**src/rtl/lcdt_pkg.sv**
```systemverilog
package lcdt_pkg;

    localparam int CNT_W    = 11;
    localparam int CODE_W   = 3;
    localparam int SYNC_LEN = 1;

    typedef logic [CNT_W-1:0] cnt_t;

    // one timing set: lengths of each region on both axes
    typedef struct packed {
        cnt_t h_act;
        cnt_t h_fp;
        cnt_t h_bp;
        cnt_t v_act;
        cnt_t v_fp;
        cnt_t v_bp;
    } tset_t;

    typedef enum logic {
        ST_HALT = 1'b0,
        ST_SCAN = 1'b1
    } scan_st_t;

endpackage

```
**src/rtl/lcdt_mode_table.sv**
```systemverilog
module lcdt_mode_table
    import lcdt_pkg::*;
(
    input  logic [CODE_W-1:0] code,
    output tset_t             tset,
    output logic              legal
);

    function automatic tset_t mk(input int ha, input int hf, input int hb,
                                 input int va, input int vf, input int vb);
        tset_t t;
        t.h_act = cnt_t'(ha);
        t.h_fp  = cnt_t'(hf);
        t.h_bp  = cnt_t'(hb);
        t.v_act = cnt_t'(va);
        t.v_fp  = cnt_t'(vf);
        t.v_bp  = cnt_t'(vb);
        return t;
    endfunction

    always_comb begin
        legal = 1'b1;
        tset  = '0;
        unique case (code)
            3'd7:       tset = mk(800, 40, 216, 480, 10, 35);
            3'd6:       tset = mk(640, 24, 136, 480, 18, 27);
            3'd5, 3'd1: tset = mk(480,  2,  43, 272,  2, 12);
            3'd4:       tset = mk(480,  2,  43, 640,  4,  8);
            3'd0:       tset = mk(400, 20, 108, 240,  2, 20);
            default:    legal = 1'b0;
        endcase
    end

endmodule

```
**src/rtl/lcdt_axis.sv**
```systemverilog
module lcdt_axis #(
    parameter int W        = 11,
    parameter int SYNC_LEN = 1
) (
    input  logic         clk,
    input  logic         rst_n,
    input  logic         clr,
    input  logic         adv,
    input  logic [W-1:0] act_len,
    input  logic [W-1:0] fp_len,
    input  logic [W-1:0] bp_len,
    output logic [W-1:0] pos,
    output logic         at_last,
    output logic         in_active,
    output logic         in_sync
);

    localparam logic [W-1:0] SYNC_V = W'(SYNC_LEN);
    localparam logic [W-1:0] ONE_V  = W'(1);

    logic [W-1:0] sync_start;
    logic [W-1:0] last_pos;

    assign sync_start = act_len + fp_len;
    assign last_pos   = act_len + fp_len + SYNC_V + bp_len - ONE_V;

    assign at_last   = (pos == last_pos);
    assign in_active = (pos < act_len);
    assign in_sync   = (pos >= sync_start) && (pos < sync_start + SYNC_V);

    always_ff @(posedge clk or negedge rst_n) begin
        if (!rst_n) begin
            pos <= '0;
        end else if (clr) begin
            pos <= '0;
        end else if (adv) begin
            pos <= at_last ? '0 : pos + ONE_V;
        end
    end

endmodule

```
**src/rtl/lcdt_seq.sv**
```systemverilog
module lcdt_seq
    import lcdt_pkg::*;
(
    input  logic  clk,
    input  logic  rst_n,
    input  logic  legal,
    input  logic  standby,
    input  logic  frame_end,
    input  tset_t tset_in,
    output logic  running,
    output logic  clr,
    output tset_t tset_q
);

    scan_st_t st, st_nxt;
    logic     load;

    always_ff @(posedge clk or negedge rst_n) begin
        if (!rst_n) begin
            st <= ST_HALT;
        end else begin
            st <= st_nxt;
        end
    end

    always_comb begin
        st_nxt = st;
        load   = 1'b0;
        clr    = 1'b0;
        unique case (st)
            ST_HALT: begin
                clr = 1'b1;
                if (legal && !standby) begin
                    st_nxt = ST_SCAN;   // start
                    load   = 1'b1;
                end
            end
            ST_SCAN: begin
                if (standby || !legal) begin
                    st_nxt = ST_HALT;   // stop
                    clr    = 1'b1;
                end else if (frame_end) begin
                    load   = 1'b1;      // reload
                end
            end
            default: st_nxt = ST_HALT;
        endcase
    end

    always_ff @(posedge clk or negedge rst_n) begin
        if (!rst_n) begin
            tset_q <= '0;
        end else if (load) begin
            tset_q <= tset_in;
        end
    end

    assign running = (st == ST_SCAN);

endmodule

```
**src/rtl/lcd_timing_gen.sv**
```systemverilog
module lcd_timing_gen
    import lcdt_pkg::*;
(
    input  logic              clk,
    input  logic              rst_n,
    input  logic              pix_ce,
    input  logic [CODE_W-1:0] mode_code,
    input  logic              standby,
    output logic              hsync_n,
    output logic              vsync_n,
    output logic              de,
    output logic [CNT_W-1:0]  x_pos,
    output logic [CNT_W-1:0]  y_pos
);

    tset_t tset_live;
    tset_t tset_cur;
    logic  legal;
    logic  running;
    logic  clr;
    logic  h_last, v_last;
    logic  h_act, v_act;
    logic  h_syn, v_syn;
    logic  h_adv, v_adv;
    logic  frame_end;

    lcdt_mode_table u_table (
        .code  (mode_code),
        .tset  (tset_live),
        .legal (legal)
    );

    assign h_adv     = running && pix_ce;
    assign v_adv     = h_adv && h_last;
    assign frame_end = v_adv && v_last;

    lcdt_seq u_seq (
        .clk       (clk),
        .rst_n     (rst_n),
        .legal     (legal),
        .standby   (standby),
        .frame_end (frame_end),
        .tset_in   (tset_live),
        .running   (running),
        .clr       (clr),
        .tset_q    (tset_cur)
    );

    lcdt_axis #(.W(CNT_W), .SYNC_LEN(SYNC_LEN)) u_h_axis (
        .clk       (clk),
        .rst_n     (rst_n),
        .clr       (clr),
        .adv       (h_adv),
        .act_len   (tset_cur.h_act),
        .fp_len    (tset_cur.h_fp),
        .bp_len    (tset_cur.h_bp),
        .pos       (x_pos),
        .at_last   (h_last),
        .in_active (h_act),
        .in_sync   (h_syn)
    );

    lcdt_axis #(.W(CNT_W), .SYNC_LEN(SYNC_LEN)) u_v_axis (
        .clk       (clk),
        .rst_n     (rst_n),
        .clr       (clr),
        .adv       (v_adv),
        .act_len   (tset_cur.v_act),
        .fp_len    (tset_cur.v_fp),
        .bp_len    (tset_cur.v_bp),
        .pos       (y_pos),
        .at_last   (v_last),
        .in_active (v_act),
        .in_sync   (v_syn)
    );

    always_comb begin
        hsync_n = 1'b1;
        vsync_n = 1'b1;
        de      = 1'b0;
        if (running) begin
            hsync_n = !h_syn;
            vsync_n = !v_syn;
            de      = h_act && v_act;
        end
    end

endmodule

```
**config.mk**
```make
export PLATFORM = sky130hd
export DESIGN_NAME = lcd_timing_gen
export DESIGN_NICKNAME = d
export VERILOG_FILES = /design/src/rtl/lcdt_pkg.sv /design/src/rtl/lcdt_mode_table.sv /design/src/rtl/lcdt_axis.sv /design/src/rtl/lcdt_seq.sv /design/src/rtl/lcd_timing_gen.sv
export SDC_FILE = /design/constraint.sdc
export NUM_CORES = 1
export LEC_CHECK = 0
export ABC_AREA = 1
export BUFFER_PORTS_ARGS = -buffer_cell sky130_fd_sc_hd__buf_2
export CORE_MARGIN = 1
export CORE_UTILIZATION = 40
export DETAILED_ROUTE_END_ITERATION = 8
export PLACE_DENSITY = 0.55
export SYNTH_ARGS = -nofsm -noshare
export SYNTH_HDL_FRONTEND = slang
export SYNTH_SLANG_ARGS = --single-unit
```
**constraint.sdc**
```tcl
create_clock -name clk -period 4.82 [get_ports clk]
set_clock_uncertainty 0.05 [all_clocks]
set_input_delay 0.482 -clock clk [delete_from_list [all_inputs] [get_ports clk]]
set_output_delay 0.482 -clock clk [all_outputs]
set_load 0.005 [all_outputs]
```
==> summary.txt, run 1 <==
Run status
  • Status: completed

Power
  • Pwr Density: 252 nW/um^2
  • Maximum VDD drop: 0.000128 V
  • Static Leakage: 2.57 nW

Synth
  • Yosys top cell area share: 23.5%
  • Synth Net Count: 689
  • Top cells by area in the synthesized netlist: dfrtp_1, ha_1, nand2_1
  • Synthesis-stage register bit count: 42
  • Ys Warns: 0
  • Cell Area, Synth: 4460 sq um
  • Mapped Avg Cell Area: 7.10 sq um
  • Seq/Total Area, Yosys: 23.5%
  • Cells after Synth: 629
  • Post-synth top area cell: dfrtp_1
  • Synth cell types: 46

Clock tree
  • Total CTS buffers: 5
  • Post-CTS Setup Inserts: 0
  • Clock latency on the worst-skew pair: 0.31 ns
  • Clock root buffer: clkbuf_8
  • Htree depth: 2
  • Hold buffer count at CTS: 0
  • Clk sinks: 42
  • Worst-path clk slew: 0.10 ns
  • CTS tree: yes
  • Resize count post-CTS: 0
  • Clock buffer depth: 2

Cells and area
  • Final core utilization: 44.5%
  • Layout cell share with drive strength beyond 1: 13.5%
  • Ant. Diodes: 0
  • Fin area: 4830 sq um
  • Fillers: 1111
  • Commonest non-fill, non-tap cell in the layout: nand2_1
  • Multi-input logic area: 2910 sq um
  • Area grow syn2layout: 8.16%
  • Most frequent cells in the layout: nand2_1, inv_1, nand3_1
  • Reg area: 1050 sq um
  • Final nets: 719

Worst setup path
  • CP most frequent cell: nor2_1
  • Critical path peak fanout: 19
  • Crit start category: register
  • Setup Crit Path Kind: reg2reg
  • Arrival @ worst endpoint: 3.84 ns
  • Crit path capture type: register
  • CP max stage delay: 0.47 ns
  • Worst EP required: 4.96 ns
  • Worst path cell trace: ha_1, inv_1, fa_1, inv_1, nor2_1, nor2_1, ha_1, a21oi_1, nor2_1, nor2_1, nor2_1, nor2_1, nand2_1, nand2_1, nand3_1, nor3_2, nand3_4, nand3_1, nand2_1
  • Slowest cell on the critical path: dfrtp_1

STA
  • Slew margin rel.: 35.3%
  • Hold Fails Final Rpt: 0
  • Setup TNS Final: 0 ns
  • Period Utilization, post-route: 76.8%
  • Slew @ Worst Pin: 0.971 ns
  • Tmin final: 3.70 ns
  • Count of pins over their slew limit: 0
  • Setup-failing EPs final: 0
  • Hold_ws: 0.263 ns
  • Max Freq: 270 MHz
  • Setup ws final: 1.12 ns
  • RSZ-0062 raised after global routing: false

Routing
  • Via count: 4102
  • First-pass detailed-route iteration total: 6
  • DR DRC count: 0
  • WL per Instance: 15.1 um
  • Routed WL: 12100 um
  • Vias per inst: 5.13
  • Antenna Nets Post-Route: 0
  • Initial DRC count: 251

Global route
  • Vias in the first global route: 3925
  • Gr usage total: 22.4%
  • Initial antenna violation count: 0
  • GR Overflow Total: 0
  • Global-route wire length before repair: 20100 um
  • Largest net degree at the start of global routing: 43

Floorplanning
  • Io pins: 32
  • Chip Width: 108 um
  • Die footprint: 11600 sq um
  • Die height: 108 um
  • Initial cell density of the core: 41.2%
  • Row Count: 38
  • Core box area: 10800 sq um

Placed design
  • PortBufs: 31
  • Dpl hpwl: 9590 um
  • DP Area: 4710 sq um
  • Worst slack, placed: 1.16 ns
  • Gpl congestion: 0.866

Worst hold path
  • Tightest Hold Check Type: in2async

Flow run
  • Max-cap violations: 0
## where the power goes
group          internal [W]  total [W]  switching, W
sequential         0.000375   0.000415     0.0000406
combinational      0.000185   0.000510      0.000325
clock              0.000154   0.000291      0.000136
## path summary, 6_finish.rpt
check | start | slack, ns | depth (start not counted) | end
worst min register to register | u_seq.tset_q[15] | 0.46 | 2 | u_seq.tset_q[15]
worst max register to register | u_seq.tset_q[35] | 1.12 | 19 | u_seq.tset_q[28]
max in group asynchronous | rst_n | 3.83 | 1 | u_seq.tset_q[2]
worst max-delay path | u_seq.tset_q[35] | 1.12 | 19 | u_seq.tset_q[28]
worst min-delay path | rst_n | 0.26 | 1 | u_v_axis.pos[9]
min in group clk | u_seq.tset_q[15] | 0.46 | 2 | u_seq.tset_q[15]
## registers in the layout (all words and copies together) (netlist names)
signal and flops:
u_v_axis.pos 11, u_h_axis.pos 11, u_seq.running 1, u_seq.tset_q 19
## per-layer routing
metal	up-vias	track usage [%]	share of wire [%]
met1	1895	32.8	51
met2	94	35.8	44
met4	0	2.94	0.41
met5	-	0	0
met3	5	2.72	4.4
li1	2108	-	-
## layout make-up
class,count,share of cell area [%]
Sequential cell,42,21.8
Clock inverter,3,0.933
Multi-Input combinational cell,468,60.3
Clock buffer,5,1.43
Inverter,110,8.60
Tap cell,140,3.63
Timing Repair Buffer,32,3.37
## critical path: cells and delay by family (launching register included)
kind                       cells  cell delay (ns)
AOI/OAI and AO/OA              1             0.24
adders and majority gates      3             1.03
buffers and inverters          2             0.21
DFF                            1             0.47
and+or+nand+nor               13             1.55
## cells by family after synthesis
| group | count (synthesis) | synth area share, % |
|---|---|---|
| buffers and inverters | 119 | 11.4 |
| XOR/XNOR | 26 | 5.27 |
| AO/OA/AOI/OAI | 49 | 6.59 |
| multiplexers | 1 | 0.224 |
| flip-flops | 42 | 23.5 |
| adder cells (fa/ha/maj) | 53 | 15.4 |
| AND/OR/NAND/NOR | 339 | 37.7 |
## stage by stage
step                      std cells  total power [W]
final                           800          0.00122
after global placement          792         0.000922
after floorplan                 629         0.000810
after detailed placement        792         0.000930
after CTS                       800          0.00122
after global routing            800          0.00132
## synth_stat cells (all sizes together)
| cell | number |
|---|---|
| o22ai | 7 |
| inv | 108 |
| nor3 | 8 |
| a21oi | 10 |
| xnor2 | 6 |
| nand3 | 98 |
| fa | 3 |
| nand3b | 3 |
| o2111ai | 1 |
| a211o | 1 |
| a31oi | 1 |
| a221oi | 1 |
| a2111oi | 1 |
| o21ai | 22 |
| nand2 | 158 |
| nand4 | 16 |
| nor2 | 52 |
| xor2 | 20 |
| or4 | 1 |
| nor4 | 3 |
| o21bai | 2 |
| o31ai | 1 |
| ha | 50 |
| clkinv | 2 |
| dfrtp | 42 |
| buf | 7 |
| a211oi | 2 |
| mux2i | 1 |
| clkbuf | 2 |
No activity file was read; power rests on OpenSTA's default activity.
==> run 2: changes to the inputs <==
ABC_AREA = 0   (was 1)
PLACE_DENSITY = 0.57   (was 0.55)
clock period = 3.3 ns   (was 4.82 ns; I/O delays follow)
==> run 2 against run 1 <==
- the flow now finishes with violations (negative setup slack)
- via count is 6.6% lower
- utilization up 8.8 points
- register-to-register slack lost 1.3 ns
- critical endpoint is now u_h_axis.pos[5]
- largest power group unchanged
- highest routed layer unchanged
==> summary.txt, run 2 <==
Clock tree
  • Clk sinks: 42
  • Clock root buffer: clkbuf_8
  • Htree depth: 2
  • Hold buffer count at CTS: 0
  • Clock buffer depth: 2
  • Worst-path clk slew: 0.09 ns
  • CTS tree: yes
  • Total CTS buffers: 5
  • Clock latency on the worst-skew pair: 0.30 ns

STA
  • Count of pins over their slew limit: 0
  • Tmin final: 3.48 ns
  • Hold Fails Final Rpt: 0
  • RSZ-0062 raised after global routing: true
  • Setup ws final: -0.185 ns
  • Period Utilization, post-route: 106%
  • Setup-failing EPs final: 38
  • Slew margin rel.: 32.2%
  • Slew @ Worst Pin: 1.02 ns
  • Max Freq: 287 MHz

Power
  • Static Leakage: 2.45 nW
  • Pwr Density: 486 nW/um^2
  • Power, Total: 0.00252 W
  • Maximum VDD drop: 0.000300 V

Global route
  • Global-route wire length before repair: 18700 um
  • GR Overflow Total: 0
  • Initial antenna violation count: 0
  • Largest net degree at the start of global routing: 43
  • Gr usage total: 23.3%
  • Vias in the first global route: 3607

Worst setup path
  • Reg2Reg Depth: 14
  • Crit start category: register
  • Crit path capture type: register
  • Worst reg2reg endpoint: u_h_axis.pos[5]
  • R2r startpoint: u_seq.tset_q[4]
  • Arrival @ worst endpoint: 3.63 ns
  • Critical path peak fanout: 7
  • Setup Crit Path Kind: reg2reg
  • Worst EP required: 3.44 ns
  • R2R Setup Slk: -0.18 ns

Cells and area
  • Most frequent cells in the layout: buf_4, ha_1, dfrtp_1
  • Ant. Diodes: 0
  • Final core utilization: 53.3%
  • Max FFs per register: 19
  • Largest registers: u_seq.tset_q: 19 flops, u_h_axis.pos: 11 flops, u_v_axis.pos: 11 flops
  • Top reg by flops: u_seq.tset_q
  • Layout cell share with drive strength beyond 1: 28.0%
  • Final nets: 601
  • Commonest non-fill, non-tap cell in the layout: buf_4
  • Area grow syn2layout: 29.7%

Placed design
  • Gpl congestion: 0.860
  • Dpl hpwl: 8960 um
  • PortBufs: 31

Synth
  • Top cells by area in the synthesized netlist: dfrtp_1, ha_1, xnor2_1
  • Most frequent cell after synthesis: ha_1
  • Cells after Synth: 451
  • Top FF cell, synth: dfrtp_1
  • Synth cell types: 65
  • Post-synth EDFFs: 0
  • Synth Net Count: 511
  • Top cells by count, synth: ha_1, dfrtp_1, inv_1, a21oi_1, xnor2_1
  • Mapped Avg Cell Area: 8.87 sq um
  • FFs w/ async S/R, synth: 100%
  • Cell Area, Synth: 4000 sq um
  • Ys Warns: 0
  • Post-synth top area cell: dfrtp_1
  • Yosys top cell area share: 26.3%
  • Seq/Total Area, Yosys: 26.3%
  • Synthesis-stage register bit count: 42

Routing
  • Vias per inst: 5.68
  • Via count: 3832
  • WL per Instance: 17.8 um
  • First-pass detailed-route iteration total: 5
  • DR DRC count: 0
  • Initial DRC count: 210
  • Antenna Nets Post-Route: 0
  • Routed WL: 12000 um

Floorplanning
  • Core box area: 9730 sq um
  • Chip Width: 102 um
  • Row Count: 36
  • Io pins: 32
  • Die footprint: 10400 sq um
  • Initial cell density of the core: 41.1%
  • Die height: 102 um

Run status
  • Failing checks: negative setup slack
  • Status: finished, violations left

Flow run
  • Max-cap violations: 0

Worst hold path
  • Tightest Hold Check Type: in2async
## run 2: cell type report
| cell class | instances | area (sq um) |
|---|---|---|
| clock buffers | 5 | 68.8 |
| clock inverters | 3 | 40.0 |
| fillers | 934 | 4540 |
| inverters | 41 | 156 |
| multi-input cells | 360 | 3020 |
| flip-flops and latches | 42 | 1050 |
| well taps | 133 | 166 |
| repair buffers | 91 | 687 |
## run 2: cells by family after synthesis
group                    Yosys count  synth area share [%]
AO/OA/AOI/OAI                    110                  18.5
XOR/XNOR                          34                  7.63
adder cells (fa/ha/maj)           53                  17.1
buffers and inverters             49                  5.04
flip-flops                        42                  26.3
multiplexers                      19                  5.07
AND/OR/NAND/NOR                  144                  20.3
## run 2: worst max path at each step
stage                                 from               end  slack (ns)  depth (start not counted)
after global placement    u_seq.tset_q[14]   u_h_axis.pos[5]       -0.15                         13
after floorplan            u_seq.tset_q[4]  u_seq.tset_q[28]        0.02                         14
final                      u_seq.tset_q[4]   u_h_axis.pos[5]       -0.18                         14
after global routing       u_seq.tset_q[4]   u_h_axis.pos[5]       -0.34                         14
after CTS                  u_seq.tset_q[4]  u_seq.tset_q[30]       -0.16                         14
after detailed placement  u_seq.tset_q[14]   u_h_axis.pos[5]       -0.24                         13
## run 2: stage by stage
stage	cell area [sq um]	hold slack (ns)	TNS (ns)	setup WS [ns]	std cells
3_5_place_dp	4640	0.467	-4.59	-0.238	650
5_1_grt	5190	0.226	-9.86	-0.342	675
2_1_floorplan	4030	-0.0156	0	0.0163	451
6_report	5190	0.146	-3.79	-0.185	675
3_3_place_gp	4640	0.475	-1.91	-0.148	650
4_1_cts	4960	0.191	-2.88	-0.162	669
## run 2: metal layers
metal / vias up / GRT usage (%) / part of all wire, %
li1: 1838 / - / -
met1: 1881 / 31.4 / 45
met2: 96 / 39.8 / 49
met3: 17 / 2.67 / 3.6
met4: 0 / 5.82 / 1.4
met5: - / 0 / 0
## run 2: report_power, final
part | internal (W) | leakage, nW | total (W) | switching (W)
clock | 0.000223 | 0.0579 | 0.000415 | 0.000191
sequential | 0.000554 | 0.541 | 0.000608 | 0.0000544
combinational | 0.000730 | 1.85 | 0.00150 | 0.000766
## run 2: repair_timing
action,CTS,global route
setup buffers,11,5
pin swaps,19,11
gates cloned,0,2
resized for setup,24,37
endpoints found under the setup margin,42,42
## run 2: worst max-delay path, cell delays in order (launching register included)
cell and delay (ns):
dfrtp_1 0.37, ha_2 0.20, inv_2 0.04, fa_2 0.54, inv_2 0.05, ha_4 0.22, a21o_1 0.16, o211ai_1 0.27
a211oi_2 0.14, o311a_1 0.32, o22a_1 0.22, buf_4 0.17, o211ai_4 0.29, o22ai_1 0.13, a22o_1 0.20
